**config.mk**
```make
export PLATFORM = sky130hd
export DESIGN_NAME = kpd_scanner
export DESIGN_NICKNAME = d
export VERILOG_FILES = /design/src/rtl/kpd_pkg.sv /design/src/rtl/kpd_sync.sv /design/src/rtl/kpd_row_drv.sv /design/src/rtl/kpd_debounce.sv /design/src/rtl/kpd_scanner.sv
export SDC_FILE = /design/constraint.sdc
export NUM_CORES = 1
export LEC_CHECK = 0
export BUFFER_PORTS_ARGS = -buffer_cell sky130_fd_sc_hd__buf_2
export CORE_AREA = 2 2 65 97
export DETAILED_ROUTE_END_ITERATION = 10
export DIE_AREA = 0 0 67 99
export SYNTH_ARGS = -nofsm -noshare
export SYNTH_HDL_FRONTEND = slang
export SYNTH_SLANG_ARGS = --single-unit
```
**constraint.sdc**
```tcl
create_clock -name clk -period 2.86 [get_ports clk]
set_input_delay 0.715 -clock clk [delete_from_list [all_inputs] [get_ports clk]]
set_output_delay 0.715 -clock clk [all_outputs]
set_load 0.05 [all_outputs]
```
**src/rtl/kpd_pkg.sv**
```systemverilog
// Package: shared types for the keypad scanner.
// Assumes: the control FSM needs only the three states below.
package kpd_pkg;
    typedef enum logic [1:0] {
        ST_SCAN    = 2'd0,
        ST_CONFIRM = 2'd1,
        ST_HELD    = 2'd2
    } scan_state_t;
endpackage

```
**src/rtl/kpd_sync.sv**
```systemverilog
// Two-flop synchronizer for the raw column lines.
// Assumes: the inputs are asynchronous and idle high. The reset value is all ones (no key).
module kpd_sync #(
    parameter int W = 4
) (
    input  logic         clk,
    input  logic         rst_n,
    input  logic [W-1:0] din,
    output logic [W-1:0] dout
);
    logic [W-1:0] stage1;

    // two-stage capture of the asynchronous inputs
    always_ff @(posedge clk) begin
        if (!rst_n) begin
            stage1 <= '1;
            dout   <= '1;
        end else begin
            stage1 <= din;
            dout   <= stage1;
        end
    end
endmodule

```
**src/rtl/kpd_row_drv.sv**
```systemverilog
// Walking-zero row driver with a settle counter.
// It steps to the next row on adv and restarts settling on restart.
// It raises sample_tick on the last settle cycle while scan_en is high.
// Assumes: SETTLE >= 3, so the synchronized columns reflect the current row when sampled.
module kpd_row_drv #(
    parameter int ROWS   = 4,
    parameter int SETTLE = 4,
    localparam int RW    = (ROWS > 1) ? $clog2(ROWS) : 1,
    localparam int SW    = (SETTLE > 1) ? $clog2(SETTLE) : 1
) (
    input  logic            clk,
    input  logic            rst_n,
    input  logic            scan_en,
    input  logic            adv,
    input  logic            restart,
    output logic [RW-1:0]   row_idx,
    output logic [ROWS-1:0] row_n,
    output logic            sample_tick
);
    localparam logic [SW-1:0] SET_LAST = SW'(SETTLE - 1);
    localparam logic [RW-1:0] ROW_LAST = RW'(ROWS - 1);

    logic [SW-1:0] settle_cnt;

    // row index and settle counter
    always_ff @(posedge clk) begin
        if (!rst_n) begin
            row_idx    <= '0;
            settle_cnt <= '0;
        end else if (adv) begin
            row_idx    <= (row_idx == ROW_LAST) ? '0 : row_idx + 1'b1;
            settle_cnt <= '0;
        end else if (restart) begin
            settle_cnt <= '0;
        end else if (scan_en && settle_cnt != SET_LAST) begin
            settle_cnt <= settle_cnt + 1'b1;
        end
    end

    assign sample_tick = scan_en && (settle_cnt == SET_LAST);

    // one active-low strobe per row
    genvar g;
    generate
        for (g = 0; g < ROWS; g++) begin : g_row
            assign row_n[g] = (row_idx != RW'(g));
        end
    endgenerate

    assert_one_row_low_R2: assert property (@(posedge clk) disable iff (!rst_n)
        $countones(~row_n) == 1);

    assert_row_rotates_R2: assert property (@(posedge clk) disable iff (!rst_n)
        (row_n != $past(row_n)) |-> (row_n == {$past(row_n[ROWS-2:0]), $past(row_n[ROWS-1])}));

    initial begin
        assert (SETTLE >= 3) else $error("SETTLE must be at least 3");
    end
endmodule

```
**src/rtl/kpd_debounce.sv**
```systemverilog
// Key detection, confirmation and release FSM.
// It watches the synchronized columns of the strobed row. It confirms the lowest low
// column over DEBOUNCE consecutive samples, then holds until DEBOUNCE all-high samples.
// Assumes: DEBOUNCE >= 2, and the row stays unchanged while adv is low.
module kpd_debounce
    import kpd_pkg::*;
#(
    parameter int ROWS     = 4,
    parameter int COLS     = 4,
    parameter int DEBOUNCE = 4,
    localparam int RW      = (ROWS > 1) ? $clog2(ROWS) : 1,
    localparam int CW      = (COLS > 1) ? $clog2(COLS) : 1,
    localparam int KW      = $clog2(ROWS * COLS),
    localparam int DW      = $clog2(DEBOUNCE + 1)
) (
    input  logic            clk,
    input  logic            rst_n,
    input  logic [COLS-1:0] col_s,
    input  logic [RW-1:0]   row_idx,
    input  logic            sample_tick,
    output logic            scan_en,
    output logic            adv,
    output logic            restart,
    output logic [KW-1:0]   key_code,
    output logic            key_valid,
    output logic            key_held
);
    localparam logic [DW-1:0] DEB_LAST = DW'(DEBOUNCE - 1);

    scan_state_t     state;
    logic [DW-1:0]   deb_cnt;
    logic [CW-1:0]   cand;
    logic [COLS-1:0] pressed;
    logic            hit;
    logic [CW-1:0]   low_col;
    logic            same;

    // active-high pressed mask and lowest pressed column
    always_comb begin
        pressed = ~col_s;
        hit     = |pressed;
        low_col = '0;
        for (int c = COLS - 1; c >= 0; c--) begin
            if (pressed[c]) low_col = CW'(c);
        end
        same = hit && (low_col == cand);
    end

    // state, debounce count, candidate column and reported code
    always_ff @(posedge clk) begin
        if (!rst_n) begin
            state     <= ST_SCAN;
            deb_cnt   <= '0;
            cand      <= '0;
            key_code  <= '0;
            key_valid <= 1'b0;
        end else begin
            key_valid <= 1'b0;
            case (state)
                ST_SCAN: begin
                    if (sample_tick && hit) begin
                        state   <= ST_CONFIRM;
                        cand    <= low_col;
                        deb_cnt <= DW'(1);
                    end
                end
                ST_CONFIRM: begin
                    if (same) begin
                        if (deb_cnt == DEB_LAST) begin
                            state     <= ST_HELD;
                            key_valid <= 1'b1;
                            key_code  <= KW'(int'(row_idx) * COLS + int'(cand));
                            deb_cnt   <= '0;
                        end else begin
                            deb_cnt <= deb_cnt + 1'b1;
                        end
                    end else begin
                        state   <= ST_SCAN;
                        deb_cnt <= '0;
                    end
                end
                ST_HELD: begin
                    if (!hit) begin
                        if (deb_cnt == DEB_LAST) begin
                            state   <= ST_SCAN;
                            deb_cnt <= '0;
                        end else begin
                            deb_cnt <= deb_cnt + 1'b1;
                        end
                    end else begin
                        deb_cnt <= '0;
                    end
                end
                default: begin
                    state   <= ST_SCAN;
                    deb_cnt <= '0;
                end
            endcase
        end
    end

    // strobe-control outputs toward the row driver
    always_comb begin
        scan_en = (state == ST_SCAN);
        adv     = ((state == ST_SCAN) && sample_tick && !hit) ||
                  ((state == ST_HELD) && !hit && (deb_cnt == DEB_LAST));
        restart = (state == ST_CONFIRM) && !same;
    end

    assign key_held = (state == ST_HELD);

    assert_cnt_bound_R5: assert property (@(posedge clk) disable iff (!rst_n)
        deb_cnt < DW'(DEBOUNCE));

    assert_valid_single_R6: assert property (@(posedge clk) disable iff (!rst_n)
        key_valid |=> !key_valid);

    assert_valid_with_held_R6: assert property (@(posedge clk) disable iff (!rst_n)
        key_valid |-> key_held);

    initial begin
        assert (DEBOUNCE >= 2) else $error("DEBOUNCE must be at least 2");
    end
endmodule

```
**src/rtl/kpd_scanner.sv**
```systemverilog
// Top level of the matrix keypad scanner.
// It connects the synchronizer, the walking-zero row driver and the debounce FSM.
// Assumes: the column lines are pulled high externally and a closed switch links its row and column.
module kpd_scanner #(
    parameter int ROWS     = 4,
    parameter int COLS     = 4,
    parameter int SETTLE   = 4,
    parameter int DEBOUNCE = 4,
    localparam int RW      = (ROWS > 1) ? $clog2(ROWS) : 1,
    localparam int KW      = $clog2(ROWS * COLS)
) (
    input  logic            clk,
    input  logic            rst_n,
    input  logic [COLS-1:0] col_n,
    output logic [ROWS-1:0] row_n,
    output logic [KW-1:0]   key_code,
    output logic            key_valid,
    output logic            key_held
);
    logic [COLS-1:0] col_s;
    logic [RW-1:0]   row_idx;
    logic            sample_tick;
    logic            scan_en;
    logic            adv;
    logic            restart;

    kpd_sync #(.W(COLS)) u_sync (
        .clk   (clk),
        .rst_n (rst_n),
        .din   (col_n),
        .dout  (col_s)
    );

    kpd_row_drv #(.ROWS(ROWS), .SETTLE(SETTLE)) u_rows (
        .clk         (clk),
        .rst_n       (rst_n),
        .scan_en     (scan_en),
        .adv         (adv),
        .restart     (restart),
        .row_idx     (row_idx),
        .row_n       (row_n),
        .sample_tick (sample_tick)
    );

    kpd_debounce #(.ROWS(ROWS), .COLS(COLS), .DEBOUNCE(DEBOUNCE)) u_deb (
        .clk         (clk),
        .rst_n       (rst_n),
        .col_s       (col_s),
        .row_idx     (row_idx),
        .sample_tick (sample_tick),
        .scan_en     (scan_en),
        .adv         (adv),
        .restart     (restart),
        .key_code    (key_code),
        .key_valid   (key_valid),
        .key_held    (key_held)
    );

    assert_row_frozen_R7: assert property (@(posedge clk) disable iff (!rst_n)
        (key_held && $past(key_held)) |-> $stable(row_n));

    assert_release_advance_R8: assert property (@(posedge clk) disable iff (!rst_n)
        $fell(key_held) |-> (row_n != $past(row_n)));
endmodule

```
==> results.sh, run 1 <==
export IMPL_status="completed"
export IMPL_fin_ws_ps=699
export IMPL_reg2regPathDepth=5
export IMPL_port_buffers=15
export IMPL_fin_util=0.255
export IMPL_yosys_warnings=0
export IMPL_htree_levels=1
export IMPL_wl_met3_um=66
export IMPL_grt_pass1_wl_um=4350
export IMPL_crit_path_max_fanout=19
export IMPL_relSlewSlack=0.623
export IMPL_vias_per_cell=4.47
export IMPL_power_density_mw_per_mm2=471
export IMPL_grt_pass1_vias=1018
export IMPL_fill_cells=673
export IMPL_ios=16
export IMPL_critical_path_class="reg2out"
export IMPL_antenna_found_initial=0
export IMPL_slew_viol_final=0
export IMPL_hold_depth=1
export IMPL_nets=171
export IMPL_synth_top_area_cell="dfxtp_1"
export IMPL_drive_above_1_share=0.177
export IMPL_cts_tree="yes"
export IMPL_routed_wl_um=2430
export IMPL_ctsHoldBuffers=0
export IMPL_vias=1028
export IMPL_wl_per_cell_um=10.6
export IMPL_ys_seq_area_frac=0.374
export IMPL_met2WireLength_um=1210
export IMPL_dp_hpwl_um=1780
export IMPL_p_leak_uw=0.000575
export IMPL_yosys_top_cells_count="24 x dfxtp_1, 14 x nand2_1, 14 x nand2b_1, 13 x nor2_1, 9 x inv_1"
export IMPL_async_reset_ff_frac=0
export IMPL_ir_worst_vdd_mv=0.296
export IMPL_drtAntennaViolNets=0
export IMPL_timing_final_hold_violations=0
export IMPL_synth_area_leaders="dfxtp_1 37%, nand2b_1 6.8%, ha_1 5.8%, nand2_1 4.1%, mux2i_1 3.9%"
export IMPL_dpl_cell_count=226
export IMPL_yosysMostFrequentCell="dfxtp_1"
export IMPL_rr_endpoint="u_rows.row_idx[0]"
export IMPL_synthDistinctLibCells=38
export IMPL_setup_tns_ps=0
export IMPL_topRoutingLayerUsed="met4"
export IMPL_cts_resized=0
export IMPL_multi_input_area_um2=741
export IMPL_cp_arrival_ps=1450
export IMPL_synth_top_area_share=0.374
export IMPL_m1WireLength_um=1130
export IMPL_cp_start_kind="register"
export IMPL_syn_inst=146
export IMPL_r2r_start="u_rows.settle_cnt[0]"
export IMPL_finalClockSkew_ps=2.03
export IMPL_gp_congestion=0.734
export IMPL_die_x_um=67
export IMPL_drv_cap=0
export IMPL_clkTransAtPathRegs_ps=80
export IMPL_crit_slowest_cell="dfxtp_1"
export IMPL_drt_iter0_markers=20
export IMPL_area_delta_synth_final_pct=14.8
export IMPL_ctsLongestPathBuffers=2
export IMPL_finalCritPeriodShare=0.756
export IMPL_grt_setup_unrepaired="no"
export IMPL_grt_total_usage=0.0822
export IMPL_stdcell_count=230
export IMPL_synth_edf_count=0
export IMPL_clk_latency_ps=260
export IMPL_row_count=34
export IMPL_numCtsBuffers=3
export IMPL_synth_nets=158
export IMPL_hold_path_class="reg2reg"
export IMPL_synth_area_per_cell_um2=8.80
export IMPL_max_stage_delay_ps=680
export IMPL_synth_seq_cells=24
export IMPL_grt_max_degree=23
export IMPL_fmax_mhz=463
export IMPL_min_to="u_sync.dout[0]"
export IMPL_synth_top_flop_cell="dfxtp_1"
export IMPL_whs_ps=411
export IMPL_gr_total_overflow=0
export IMPL_worstMarginPinSlew_ps=565
export IMPL_period_minus_slack_ps=2160
export IMPL_initial_utilization=0.222
export IMPL_clock_sinks=24
export IMPL_cts_root_buf="clkbuf_8"
export IMPL_regArea_um2=480
export IMPL_remaining_drc_errors=0
export IMPL_coreArea_mm2=0.00579
export IMPL_dp_slack_ps=982
export IMPL_netlist_area_mm2=0.00128
export IMPL_antenna_cells=0
export IMPL_dr_pass1_iters=4
export IMPL_dieArea_mm2=0.00663
export IMPL_required_ps=2140
export IMPL_chipHeight_um=99
export IMPL_r2r_slack_ps=1150
export IMPL_worstSetupEndpointType="output port"
export IMPL_crit_path_cell_trace="nor2b_1 -> buf_2"
export IMPL_hp_start="u_sync.stage1[0]"
export IMPL_setup_viol=0
export IMPL_cts_setup_buffers=0
-- placed cells by master (no fill, tap or decap), types with 2 or more instances in the layout --
cell type,Yosys,final
nor2b_1,3,3
inv_1,9,9
a211oi_2,2,2
nand3b_1,2,2
nor3_1,3,3
nand2b_1,14,14
nand2_1,14,14
buf_2,3,15
nand3_1,3,3
o211ai_1,4,4
o21ai_1,3,3
o21ai_4,2,2
ha_1,6,6
clkbuf_8,0,4
a221oi_2,2,2
or3_1,2,2
nor2_1,13,13
dfxtp_1,24,24
o21ai_0,4,4
a31oi_1,2,2
mux2i_1,5,5
a21oi_1,7,7
-- critical path, delay by kind of cell, from the launching register on --
| kind | cells | cell delay [ps] |
|---|---|---|
| DFF | 1 | 680 |
| and+or+nand+nor | 1 | 210 |
| buffers and inverters | 1 | 290 |
-- routing by layer --
layer  vias up  track usage
li1        533            -
met1       472        0.106
met2        19        0.133
met3         4       0.0137
met4         0       0.0361
met5         -            0
-- registers in the layout, summed over array words and instances, names as in the netlist --
name,cells
u_rows.row_idx,2
u_deb.key_valid,1
u_deb.state,2
u_sync.dout,4
u_deb.key_code,4
u_deb.deb_cnt,3
u_deb.cand,2
u_rows.settle_cnt,2
u_sync.stage1,4
-- stage by stage --
stage / power [uW] / area (um2)
2_1_floorplan: 457 / 1280
3_3_place_gp: 477 / 1420
3_5_place_dp: 479 / 1420
4_1_cts: 708 / 1480
5_1_grt: 736 / 1480
6_report: 695 / 1480
-- worst max path at each step --
| stage | from | end | slack, ps | cells after the start |
|---|---|---|---|---|
| global placement | u_deb.state[1] | key_held | 1010 | 2 |
| finish | u_deb.state[1] | key_held | 700 | 2 |
| CTS | u_deb.state[1] | key_held | 690 | 2 |
| floorplan | u_deb.state[1] | key_held | 950 | 2 |
| detailed placement | u_deb.state[1] | key_held | 980 | 2 |
| global route | u_deb.state[1] | key_held | 540 | 2 |
-- report_power, final --
part | total [uW] | internal, uW | switching [uW]
registers | 369 | 351 | 17.6
logic | 101 | 42.4 | 58.9
clock network | 225 | 123 | 102
-- cell type report --
cell class	instances	share of cell area
well taps	72	0.0611
repair buffers	15	0.0509
multi-input cells	106	0.502
clock buffers	4	0.0373
flip-flops and latches	24	0.326
inverters	9	0.0229
-- cell families after synthesis --
kind of cell | count (synthesis) | share of synthesized area
buffers and inverters | 16 | 0.0497
and+or+nand+nor | 60 | 0.257
adders and majority gates | 6 | 0.0584
DFF | 24 | 0.374
muxes | 5 | 0.0389
AOI/OAI and AO/OA | 35 | 0.222
Power figures use the tool's default switching activity.
==> run 2: changes to the inputs <==
==> constraint.sdc (replaced) <==
create_clock -name clk -period 1.9 [get_ports clk]
set_input_delay 0.475 -clock clk [delete_from_list [all_inputs] [get_ports clk]]
set_output_delay 0.475 -clock clk [all_outputs]
set_load 0.05 [all_outputs]
==> run 2 against run 1 <==
Compared with the run above: non-clock buffer count rose by 2; critical path depth rose by 2; cell count increased by 0.43%; core utilization about the same; die area did not move; largest power group unchanged; clock skew about the same; hold slack got worse by 26 ps; highest routed layer unchanged; final area rose by 0.17%; register-to-register slack got worse by 860 ps.
==> results.sh, run 2 (synthesis gave the netlist of run 1 again) <==
export IMPL_largestRegisters="u_deb.key_code x4, u_sync.dout x4, u_sync.stage1 x4"
export IMPL_crit_top_cell="inv_1"
export IMPL_power_density_mw_per_mm2=679
export IMPL_nets=173
export IMPL_worstSetupEndpointType="output port"
export IMPL_routed_wl_um=2560
export IMPL_drt_iter0_markers=24
export IMPL_chipHeight_um=99
export IMPL_antenna_cells=0
export IMPL_grt_pass1_wl_um=4640
export IMPL_grt_setup_unrepaired="no"
export IMPL_hold_path_class="in2reg"
export IMPL_worstMarginPinSlew_ps=378
export IMPL_cts_root_buf="clkbuf_8"
export IMPL_crit_slowest_cell="dfxtp_1"
export IMPL_dr_pass1_iters=5
export IMPL_dieArea_mm2=0.00663
export IMPL_required_ps=1420
export IMPL_worst_path_buf_inv=3
export IMPL_wl_per_cell_um=11.1
export IMPL_remaining_drc_errors=0
export IMPL_clkTransAtPathRegs_ps=80
export IMPL_die_x_um=67
export IMPL_p_leak_uw=0.000580
export IMPL_place_area_mm2=0.00144
export IMPL_final_common_cell="dfxtp_1"
export IMPL_ir_worst_vdd_mv=0.479
export IMPL_numCtsBuffers=3
export IMPL_initial_utilization=0.222
export IMPL_coreArea_mm2=0.00579
export IMPL_ios=16
export IMPL_critical_path_class="reg2out"
export IMPL_total_power_uw=1000
export IMPL_cp_arrival_ps=1260
export IMPL_fmax_mhz=575
export IMPL_antenna_found_initial=0
export IMPL_vias_per_cell=4.63
export IMPL_slew_viol_final=0
export IMPL_cts_tree="yes"
export IMPL_setup_viol=0
export IMPL_crit_path_cell_trace="inv_1 -> ha_1 -> inv_1 -> buf_2"
export IMPL_drv_cap=0
export IMPL_cp_top_family="flip-flops"
export IMPL_grt_total_usage=0.0871
export IMPL_drtAntennaViolNets=0
export IMPL_timing_final_hold_violations=0
export IMPL_vias=1069
export IMPL_clock_sinks=24
export IMPL_port_buffers=15
export IMPL_finalCritPeriodShare=0.915
export IMPL_grt_max_degree=23
export IMPL_area_delta_synth_final_pct=15.0
export IMPL_drive_above_1_share=0.189
export IMPL_dp_hpwl_um=1910
export IMPL_setup_tns_ps=0
export IMPL_gp_congestion=0.768
export IMPL_crit_path_max_fanout=6
export IMPL_clk_latency_ps=260
export IMPL_max_stage_delay_ps=420
export IMPL_ctsLongestPathBuffers=2
export IMPL_status="completed"
export IMPL_gr_total_overflow=0
export IMPL_finalClockSkew_ps=2.42
export IMPL_grt_pass1_vias=1046
export IMPL_relSlewSlack=0.748
export IMPL_final_cell_mix="23 x dfxtp_1, 15 x buf_2, 14 x nand2b_1, 14 x nand2_1, 13 x nor2_1"
export IMPL_row_count=34
export IMPL_stdcell_area_mm2=0.00148
export IMPL_r2r_slack_ps=290
export IMPL_cp_start_kind="register"
export IMPL_period_minus_slack_ps=1740
export IMPL_htree_levels=1
-- run 2: worst paths after layout --
check                             from                end  cells after the start
setup / recovery     u_rows.row_idx[0]           row_n[0]                      4
hold / removal                col_n[1]   u_sync.stage1[1]                      2
setup reg to reg  u_rows.settle_cnt[0]  u_rows.row_idx[1]                      5
hold reg to reg       u_sync.stage1[3]     u_sync.dout[3]                      1
-- run 2: worst reg2reg max path, delay by kind of cell (launching register included) --
kind	cells	cell delay, ps
muxes	1	220
AOI/OAI and AO/OA	1	330
DFF	1	400
adders and majority gates	1	390
and+or+nand+nor	2	160
-- run 2: timing repair --
action | in CTS | in global routing
resized for setup | 0 | 1
hold buffers | 0 | 0
setup endpoints to repair | 0 | 1
buffers inserted | 0 | 0
-- run 2: per-layer routing --
layer | up-vias | wire (um) | share of wire | GRT usage
met3 | 7 | 82 | 0.032 | 0.0103
met1 | 497 | 1080 | 0.42 | 0.106
li1 | 541 | - | - | -
met4 | 0 | 70 | 0.027 | 0.0392
met5 | - | 0 | 0 | 0
met2 | 24 | 1330 | 0.52 | 0.149
-- run 2: layout make-up --
| class | count | area, um2 |
|---|---|---|
| inverter | 9 | 33.8 |
| multi-input combinational | 106 | 741 |
| tap | 72 | 90.1 |
| fill | 654 | 4310 |
| clock buffer | 3 | 41.3 |
| timing repair buffer | 17 | 90.1 |
| sequential | 24 | 482 |
-- run 2: power breakdown --
part / total [uW] / switching [uW] / internal [uW] / leakage (uW)
clock network: 297 / 155 / 142 / 0.0000216
registers: 553 / 24.7 / 529 / 0.000196
logic: 154 / 89.3 / 64.3 / 0.000362
total: 1000 / 269 / 735 / 0.000580
-- run 2: per-stage QoR --
stage	utilization	hold slack [ps]	cells	setup slack [ps]
after CTS	0.255	378	231	81.8
after detailed placement	0.248	392	228	301
after floorplan	-	386	146	231
final	0.255	385	231	162
after global placement	0.248	388	228	344
after global routing	0.255	387	231	77.2
==> run 3: changes to the inputs <==
--- a/config.mk
+++ b/config.mk
@@ -6,9 +6,12 @@
 export NUM_CORES = 1
 export LEC_CHECK = 0
 export BUFFER_PORTS_ARGS = -buffer_cell sky130_fd_sc_hd__buf_2
+export CELL_PAD_IN_SITES_DETAIL_PLACEMENT = 1
+export CELL_PAD_IN_SITES_GLOBAL_PLACEMENT = 1
 export CORE_AREA = 2 2 65 97
 export DETAILED_ROUTE_END_ITERATION = 10
 export DIE_AREA = 0 0 67 99
+export PLACE_DENSITY_LB_ADDON = 0.1
 export SYNTH_ARGS = -nofsm -noshare
 export SYNTH_HDL_FRONTEND = slang
 export SYNTH_SLANG_ARGS = --single-unit
==> constraint.sdc (replaced) <==
create_clock -name clk -period 1.9 [get_ports clk]
set_input_delay 0.38 -clock clk [delete_from_list [all_inputs] [get_ports clk]]
set_output_delay 0.38 -clock clk [all_outputs]
set_load 0.05 [all_outputs]
==> run 3 against run 2 <==
Compared with the run above: first-iteration DRC count rose by 25%; core utilization increased by 0.65 points; register-to-register slack better by 80 ps; highest routed layer unchanged; total power increased by 18%; routed wire length up 25%; via count rose by 2.3%.
==> results.sh, run 3 (synthesis gave the netlist of run 1 again) <==
export IMPL_ios=16
export IMPL_hold_depth=2
export IMPL_power_density_mw_per_mm2=783
export IMPL_nets=174
export IMPL_r2r_slack_ps=370
export IMPL_remaining_drc_errors=0
export IMPL_die_x_um=67
export IMPL_cts_setup_buffers=0
export IMPL_hp_start="col_n[1]"
export IMPL_critical_path_class="reg2out"
export IMPL_ir_worst_vdd_mv=0.371
export IMPL_vias_per_cell=4.70
export IMPL_gr_total_overflow=0
export IMPL_stdcell_count=233
export IMPL_min_to="u_sync.stage1[1]"
export IMPL_reg2regPathDepth=5
export IMPL_worstMarginPinSlew_ps=420
export IMPL_met2WireLength_um=1680
export IMPL_ctsLongestPathBuffers=2
export IMPL_vias=1094
export IMPL_timing_final_hold_violations=0
export IMPL_fin_ws_ps=222
export IMPL_grt_pass1_wl_um=5550
export IMPL_slew_viol_final=0
export IMPL_grt_total_usage=0.109
export IMPL_clk_latency_ps=280
export IMPL_fin_util=0.262
export IMPL_coreArea_mm2=0.00579
export IMPL_drtAntennaViolNets=0
export IMPL_wl_per_cell_um=13.7
export IMPL_largestRegisters="u_deb.key_code x4, u_sync.dout x4, u_sync.stage1 x4"
export IMPL_drv_cap=0
export IMPL_grt_pass1_vias=1187
export IMPL_grt_setup_unrepaired="no"
export IMPL_max_stage_delay_ps=430
export IMPL_setup_tns_ps=0
export IMPL_initial_utilization=0.222
export IMPL_area_delta_synth_final_pct=17.9
export IMPL_cts_root_buf="clkbuf_8"
export IMPL_setup_viol=0
export IMPL_r2r_start="u_deb.deb_cnt[0]"
export IMPL_finalClockSkew_ps=9.57
export IMPL_antenna_found_initial=0
export IMPL_dp_hpwl_um=2410
export IMPL_final_common_cell="dfxtp_1"
export IMPL_final_cell_mix="23 x dfxtp_1, 15 x buf_2, 14 x nand2b_1, 14 x nand2_1, 13 x nor2_1"
export IMPL_fmax_mhz=596
export IMPL_cp_start_kind="register"
export IMPL_fill_cells=715
export IMPL_grt_max_degree=23
export IMPL_topRoutingLayerUsed="met4"
export IMPL_htree_levels=1
export IMPL_hold_path_class="in2reg"
export IMPL_antenna_cells=0
export IMPL_crit_slowest_cell="dfxtp_1"
export IMPL_required_ps=1520
export IMPL_cp_top_family="flip-flops"
export IMPL_clkTransAtPathRegs_ps=100
export IMPL_gp_congestion=0.765
export IMPL_routed_wl_um=3200
export IMPL_clock_sinks=24
export IMPL_dp_slack_ps=342
export IMPL_drive_above_1_share=0.199
export IMPL_relSlewSlack=0.720
export IMPL_cts_tree="yes"
export IMPL_dr_pass1_iters=4
export IMPL_total_power_uw=1190
export IMPL_finalCritPeriodShare=0.883
export IMPL_worstSetupEndpointType="output port"
export IMPL_dieArea_mm2=0.00663
export IMPL_cp_arrival_ps=1300
export IMPL_port_buffers=15
export IMPL_crit_path_max_fanout=6
export IMPL_wl_met3_um=96
export IMPL_period_minus_slack_ps=1680
export IMPL_p_leak_uw=0.000599
export IMPL_status="completed"
export IMPL_row_count=34
export IMPL_crit_path_cell_trace="inv_1 -> ha_1 -> inv_1 -> buf_2"
export IMPL_dpl_cell_count=229
export IMPL_chipHeight_um=99
export IMPL_rr_endpoint="u_deb.deb_cnt[1]"
export IMPL_worst_path_buf_inv=3
export IMPL_numCtsBuffers=3
export IMPL_drt_iter0_markers=30
export IMPL_m1WireLength_um=1360
export IMPL_crit_top_cell="inv_1"
-- run 3: power breakdown --
part	leakage (uW)	internal [uW]	switching [uW]	total, uW
sequential	0.000196	529	26.3	555
clock	0.0000357	282	184	466
combinational	0.000367	68.4	97.0	165
-- run 3: layout make-up --
cell class,instances,area (um2),share of cell area
Clock inverter,1,30.0,0.0198
Timing Repair Buffer,18,97.6,0.0644
Tap cell,72,90.1,0.0595
Sequential cell,24,482,0.318
Multi-Input combinational cell,106,741,0.489
Inverter,9,33.8,0.0223
Clock buffer,3,41.3,0.0273
-- run 3: stage by stage --
stage	hold WS (ps)	cell area, um2
final	274	1520
after global routing	275	1520
after CTS	266	1510
after detailed placement	397	1440
after global placement	389	1440
after floorplan	386	1280
-- run 3: metal layers --
layer | up-vias | global-route usage
li1 | 544 | -
met4 | 0 | 0.0424
met5 | - | 0
met3 | 5 | 0.0205
met1 | 531 | 0.121
met2 | 14 | 0.198
-- run 3: how the worst max path moves through the flow --
stage	from	endpoint	slack, ps	cells past startpoint
6_report	u_rows.row_idx[0]	row_n[2]	220	4
3_3_place_gp	u_deb.state[1]	u_rows.row_idx[1]	330	4
3_5_place_dp	u_deb.state[1]	u_deb.deb_cnt[1]	340	5
4_1_cts	u_deb.state[1]	key_held	110	2
2_1_floorplan	u_deb.state[1]	u_deb.state[1]	280	4
5_1_grt	u_rows.row_idx[0]	row_n[2]	110	4
-- run 3: repair_timing --
item                       CTS  global route
hold buffers                 0             0
gates resized for setup      0             1
setup endpoints to repair    0             1
